$ cat src/rtl/rtd_pkg.sv
package rtd_pkg;

   // Array class: selects the data-width and capacity limits
   typedef enum logic {
      RTD_CFG_SMALL = 1'b0,
      RTD_CFG_LARGE = 1'b1
   } rtd_cfg_e;

   function automatic int unsigned rtd_word_limit(rtd_cfg_e cfg);
      return (cfg == RTD_CFG_LARGE) ? 36 : 18;
   endfunction

   function automatic int unsigned rtd_bits_limit(rtd_cfg_e cfg);
      return (cfg == RTD_CFG_LARGE) ? 4608 : 576;
   endfunction

endpackage

$ cat src/rtl/rtd_ring_ptr.sv
// Circular word pointer: 0 .. DEPTH-1, advances on adv only
module rtd_ring_ptr #(
   parameter int DEPTH = 8,
   parameter int PTR_W = 3
) (
   input  logic             clk,
   input  logic             rst,
   input  logic             adv,
   output logic [PTR_W-1:0] ptr
);
   localparam bit               POW2 = (DEPTH == (1 << PTR_W));
   localparam logic [PTR_W-1:0] LAST = PTR_W'(DEPTH - 1);

   generate
      if (POW2) begin : g_wrap_free
         // depth fills the pointer range: natural overflow wraps
         always_ff @(posedge clk) begin
            if (rst)
               ptr <= '0;
            else if (adv)
               ptr <= ptr + 1'b1;
         end
      end else begin : g_wrap_cmp
         always_ff @(posedge clk) begin
            if (rst)
               ptr <= '0;
            else if (adv)
               ptr <= (ptr == LAST) ? '0 : ptr + 1'b1;
         end
      end
   endgenerate
endmodule

$ cat src/rtl/rtd_clear_sweep.sv
// Post-reset pass writing zero to every word, one word per clock
module rtd_clear_sweep #(
   parameter int DEPTH  = 8,
   parameter int ADDR_W = 3
) (
   input  logic              clk,
   input  logic              rst,
   output logic              busy,
   output logic [ADDR_W-1:0] addr
);
   localparam logic [ADDR_W-1:0] LAST = ADDR_W'(DEPTH - 1);

   always_ff @(posedge clk) begin
      if (rst) begin
         busy <= 1'b1;
         addr <= '0;
      end else if (busy) begin
         if (addr == LAST) begin
            busy <= 1'b0;
            addr <= '0;
         end else begin
            addr <= addr + 1'b1;
         end
      end
   end
endmodule

$ cat src/rtl/rtd_word_ram.sv
// Single array, asynchronous read port, synchronous write port.
// A read and a write to one address in the same cycle return old data.
module rtd_word_ram #(
   parameter int WORD_W = 16,
   parameter int DEPTH  = 8,
   parameter int ADDR_W = 3
) (
   input  logic              clk,
   input  logic              we,
   input  logic [ADDR_W-1:0] waddr,
   input  logic [WORD_W-1:0] wdata,
   input  logic [ADDR_W-1:0] raddr,
   output logic [WORD_W-1:0] rdata
);
   logic [WORD_W-1:0] cells [DEPTH];

   always_ff @(posedge clk) begin
      if (we)
         cells[waddr] <= wdata;
   end

   assign rdata = cells[raddr];
endmodule

$ cat src/rtl/rtd_slot_shift.sv
// Moves every slot up one position and inserts the fresh sample at slot 0
module rtd_slot_shift #(
   parameter int SLOT_W = 4,
   parameter int SLOTS  = 4
) (
   input  logic [(SLOTS-1)*SLOT_W-1:0] old_low,
   input  logic [SLOT_W-1:0]           din,
   output logic [SLOTS*SLOT_W-1:0]     new_word
);
   generate
      for (genvar j = 0; j < SLOTS; j++) begin : g_slot
         if (j == 0) begin : g_head
            assign new_word[SLOT_W-1:0] = din;
         end else begin : g_body
            assign new_word[j*SLOT_W +: SLOT_W] = old_low[(j-1)*SLOT_W +: SLOT_W];
         end
      end
   endgenerate
endmodule

$ cat src/rtl/ram_tap_delay.sv
// Multi-tap delay line kept in one memory used as a circular buffer
module ram_tap_delay #(
   parameter int               DATA_W    = 4,
   parameter int               STAGE_LEN = 8,
   parameter int               NUM_TAPS  = 4,
   parameter rtd_pkg::rtd_cfg_e CFG      = rtd_pkg::RTD_CFG_SMALL
) (
   input  logic                       clk,
   input  logic                       rst,
   input  logic                       shift_en,
   input  logic [DATA_W-1:0]          din,
   output logic [NUM_TAPS*DATA_W-1:0] taps
);
   localparam int WORD_W   = NUM_TAPS * DATA_W;
   localparam int LOW_W    = (NUM_TAPS - 1) * DATA_W;
   localparam int PTR_W    = (STAGE_LEN > 1) ? $clog2(STAGE_LEN) : 1;
   localparam int BITS     = DATA_W * STAGE_LEN * NUM_TAPS;
   localparam int WORD_MAX = int'(rtd_pkg::rtd_word_limit(CFG));
   localparam int BITS_MAX = int'(rtd_pkg::rtd_bits_limit(CFG));

   // Elaboration-time parameter checks
   generate
      if (NUM_TAPS < 2) begin : g_bad_taps
         $error("ram_tap_delay: NUM_TAPS must be at least 2");
      end
      if (STAGE_LEN < 2) begin : g_bad_len
         $error("ram_tap_delay: STAGE_LEN must be at least 2");
      end
      if (WORD_W > WORD_MAX) begin : g_bad_word
         $error("ram_tap_delay: NUM_TAPS*DATA_W exceeds the array data width");
      end
      if (BITS > BITS_MAX) begin : g_bad_bits
         $error("ram_tap_delay: stored bits exceed the array capacity");
      end
   endgenerate

   logic              sweep_busy;
   logic [PTR_W-1:0]  sweep_addr;
   logic [PTR_W-1:0]  rd_ptr;
   logic              accept;
   logic              mem_we;
   logic [PTR_W-1:0]  mem_waddr;
   logic [WORD_W-1:0] mem_wdata;
   logic [WORD_W-1:0] old_word;
   logic [WORD_W-1:0] next_word;

   assign accept = shift_en & ~sweep_busy;

   rtd_clear_sweep #(
      .DEPTH (STAGE_LEN),
      .ADDR_W(PTR_W)
   ) u_sweep (
      .clk (clk),
      .rst (rst),
      .busy(sweep_busy),
      .addr(sweep_addr)
   );

   rtd_ring_ptr #(
      .DEPTH(STAGE_LEN),
      .PTR_W(PTR_W)
   ) u_ptr (
      .clk(clk),
      .rst(rst),
      .adv(accept),
      .ptr(rd_ptr)
   );

   rtd_slot_shift #(
      .SLOT_W(DATA_W),
      .SLOTS (NUM_TAPS)
   ) u_shift (
      .old_low (old_word[LOW_W-1:0]),
      .din     (din),
      .new_word(next_word)
   );

   // The clear pass owns the write port until it finishes
   assign mem_we    = sweep_busy | accept;
   assign mem_waddr = sweep_busy ? sweep_addr : rd_ptr;
   assign mem_wdata = sweep_busy ? '0 : next_word;

   rtd_word_ram #(
      .WORD_W(WORD_W),
      .DEPTH (STAGE_LEN),
      .ADDR_W(PTR_W)
   ) u_ram (
      .clk  (clk),
      .we   (mem_we),
      .waddr(mem_waddr),
      .wdata(mem_wdata),
      .raddr(rd_ptr),
      .rdata(old_word)
   );

   // Slot k-1 of the old word is the sample delayed k*STAGE_LEN shifts
   always_ff @(posedge clk) begin
      if (rst)
         taps <= '0;
      else if (accept)
         taps <= old_word;
   end
endmodule

$ cat config.mk
export PLATFORM = sky130hd
export DESIGN_NAME = ram_tap_delay
export DESIGN_NICKNAME = d
export VERILOG_FILES = /design/src/rtl/rtd_pkg.sv /design/src/rtl/rtd_ring_ptr.sv /design/src/rtl/rtd_clear_sweep.sv /design/src/rtl/rtd_word_ram.sv /design/src/rtl/rtd_slot_shift.sv /design/src/rtl/ram_tap_delay.sv
export SDC_FILE = /design/constraint.sdc
export NUM_CORES = 1
export LEC_CHECK = 0
export CORE_MARGIN = 5
export CORE_UTILIZATION = 50
export DETAILED_ROUTE_END_ITERATION = 12
export DONT_BUFFER_PORTS = 1
export GPL_ROUTABILITY_DRIVEN = 0
export GPL_TIMING_DRIVEN = 1
export HOLD_SLACK_MARGIN = 0.12
export REMOVE_ABC_BUFFERS = 1
export SLEW_MARGIN = 20
export SYNTH_ARGS = -nofsm -noshare
export SYNTH_HDL_FRONTEND = slang
export SYNTH_HIERARCHICAL = 1
export SYNTH_SLANG_ARGS = --single-unit
export TNS_END_PERCENT = 10
$ cat constraint.sdc
create_clock -name clk -period 3.4 [get_ports clk]
set_input_delay 0.34 -clock clk [delete_from_list [all_inputs] [get_ports clk]]
set_output_delay 0.34 -clock clk [all_outputs]
set_load 0.03 [all_outputs]
==> impl_metrics.ini <==
[run_status]
status = finished, final reports clean

[synthesis]
synthesis.area_per_instance_sq_um = 18.9
ys.flop_type = edfxtp_1
ys_warn_count = 6
synthTopCellsByArea = edfxtp_1 61%, mux4_1 12%, dfxtp_1 7.3%
netlist_area_sq_um = 6320
netlist_instances = 334
yosysSeqAreaShare_pct = 68.1
ys_types = 32
synthArstFlopShare_pct = 0
synth_edf_count = 128
synth_area_leader_cell = edfxtp_1
ys_seq_elements = 151
synth_top_area_share_pct = 60.8

[power_and_ir_drop]
p_comb_share_pct = 4.7
p_per_area_nw_per_um2 = 622
p_sw_share_pct = 18.9
pwr-share-seq_pct = 46.9
p_leak_nw = 2.47
clkPwrFrac_pct = 48.4
irDropWorstVdd_uv = 397
p_int_mw = 3.63
switching_power_uw = 847

[cts]
cts_tree = done
cts_hold_buf = 4
clock_latency_ns = 0.42
clk_path_buf_depth = 2
post_cts_resize_count = 0
cts_root_buffer = clkbuf_16
cts_made_buffers = 17
htreeDepth = 4
clkTransAtPathRegs_ns = 0.06
cts.sinks = 151
post_cts_buffers = 0

[grt]
antenna_found_initial = 0
grt_pass1_wl_mm = 18.7
grt_pass1_vias = 3040
grt_max_degree = 35
gr-total-overflow = 0
grtUsageTotal_pct = 17.8

[route]
drtPass1Iterations = 5
drt_iter0_drc = 204
avgRoutedWirePerCell_microns = 23.2
drtAntennaViolNets = 0
via_per_inst = 5.64
drc = 0
num_vias = 2977
wl_mm = 12.3

[timing]
slew-limit-headroom_pct = 31.9
finalSetupViolCount = 0
slew_violations = 0
skew_ns = 0.0122
rsz0062_at_grt = no
finalCritPeriodShare_pct = 70.4
tns_ns = 0
finalHoldViolations = 0
fmax_mhz = 418
worst_slew_pin_slew_ns = 1.02
fin_crit_ns = 2.39

[placement]
portBuffers = 0
dp_hpwl_mm = 6.90
dp.cells = 492

[hold_path]
hp-class = input port to flip-flop

[setup_path]
critPathMaxFanout = 18
cp_data_required_time_ns = 3.51
critPathLaunchType = flip-flop
worstPathArrival_ns = 2.50
end_kind = flip-flop
criticalPathCategory = flip-flop to flip-flop

[finish]
final_common_cell = edfxtp_1
drive_above_1_share_pct = 24.7
instances_no_fill = 528
final_cell_mix = 128 x edfxtp_1, 28 x mux4_1, 22 x dfxtp_1, 21 x nand2b_1, 19 x mux2_2
syn2layout_area_growth_pct = 13.7
antenna_cells = 0
final_util_pct = 57.4
nets = 353

[job]
maxCapViolCount = 0

[floorplanning]
die_w_microns = 122
start_util_pct = 50.5
die_y_microns = 122
ioPinCount = 23
die_area_sq_um = 15000
row_count = 41
fp.coreArea_sq_um = 12500
worst max-delay path, cell delays in order (launching register included):
cell     delay (ns)
dfxtp_2        0.71
buf_12         0.26
mux4_1         0.60
mux2_2         0.29
nor2b_1        0.20
flip-flops by register name, indices dropped and copies added (netlist names):
name          count
u_ram/cells     128
taps             16
u_ptr/ptr         3
u_sweep/addr      3
u_sweep/busy      1
power groups by stage:
stage / clock, mW / sequential [mW] / combinational, mW
global placement: 0 / 2.14 / 0.197
CTS: 2.20 / 2.10 / 0.211
detailed placement: 0 / 2.14 / 0.198
global route: 2.28 / 2.10 / 0.225
floorplan: 0 / 2.13 / 0.127
finish: 2.16 / 2.10 / 0.209
synth_stat cells (2+ instances only):
master / instances
dfxtp_1: 23
nand2b_1: 21
buf_1: 4
buf_6: 7
mux4_2: 4
buf_4: 16
nor3_1: 2
nor2_1: 9
nand3b_1: 2
edfxtp_1: 128
mux4_1: 28
o21ai_0: 7
clkbuf_1: 3
mux2i_1: 2
o21ai_2: 9
mux2_2: 19
nor2b_1: 16
nand2_1: 2
a21oi_1: 2
nand4bb_1: 16
ha_1: 3
final timing paths:
path / slack, ns / depth (start not counted) / to / start
min: 0.14 / 2 / taps[7] / shift_en
min reg2reg: 0.51 / 2 / u_sweep/addr[1] / u_sweep/addr[1]
max reg2reg: 1.01 / 4 / u_ram/cells[4][5] / u_ptr/ptr[0]
max: 1.01 / 4 / u_ram/cells[4][5] / u_ptr/ptr[0]
layout make-up:
type,count,area (sq um)
Fill cell,975,5330
Sequential cell,151,4310
Multi-Input combinational cell,149,1770
Clock buffer,19,433
Clock inverter,13,251
Tap cell,172,215
Timing Repair Buffer,23,208
Inverter,1,3.75
per-layer routing:
metal | wire length (microns) | GRT usage (%) | share of wire (%)
met1 | 5840 | 25.0 | 48
met2 | 5750 | 27.1 | 47
met4 | 158 | 5.25 | 1.3
met5 | 0 | 0 | 0
met3 | 501 | 5.30 | 4.1
through the flow:
stage / worst slack, ns / hold slack (ns) / power, mW / area, sq um
global placement: 0.992 / 0.407 / 2.33 / 6460
finish: 1.01 / 0.136 / 4.47 / 7190
detailed placement: 0.959 / 0.411 / 2.34 / 6460
global route: 0.903 / 0.122 / 4.61 / 7190
CTS: 0.969 / 0.121 / 4.51 / 7190
floorplan: 0.382 / 0.402 / 2.26 / 6070
cells by family (layout without fill, tap and decap cells):
logic type / after synthesis / after routing / share of synthesized area (%)
compound gates: 21 / 21 / 2.38
mux: 53 / 53 / 16.8
flops: 151 / 151 / 68.1
xor+xnor: 1 / 1 / 0.139
fa+ha+maj: 3 / 3 / 0.594
buf+inv: 34 / 56 / 4.02
simple gates: 71 / 71 / 7.96
No activity file was read; power rests on OpenSTA's default activity.
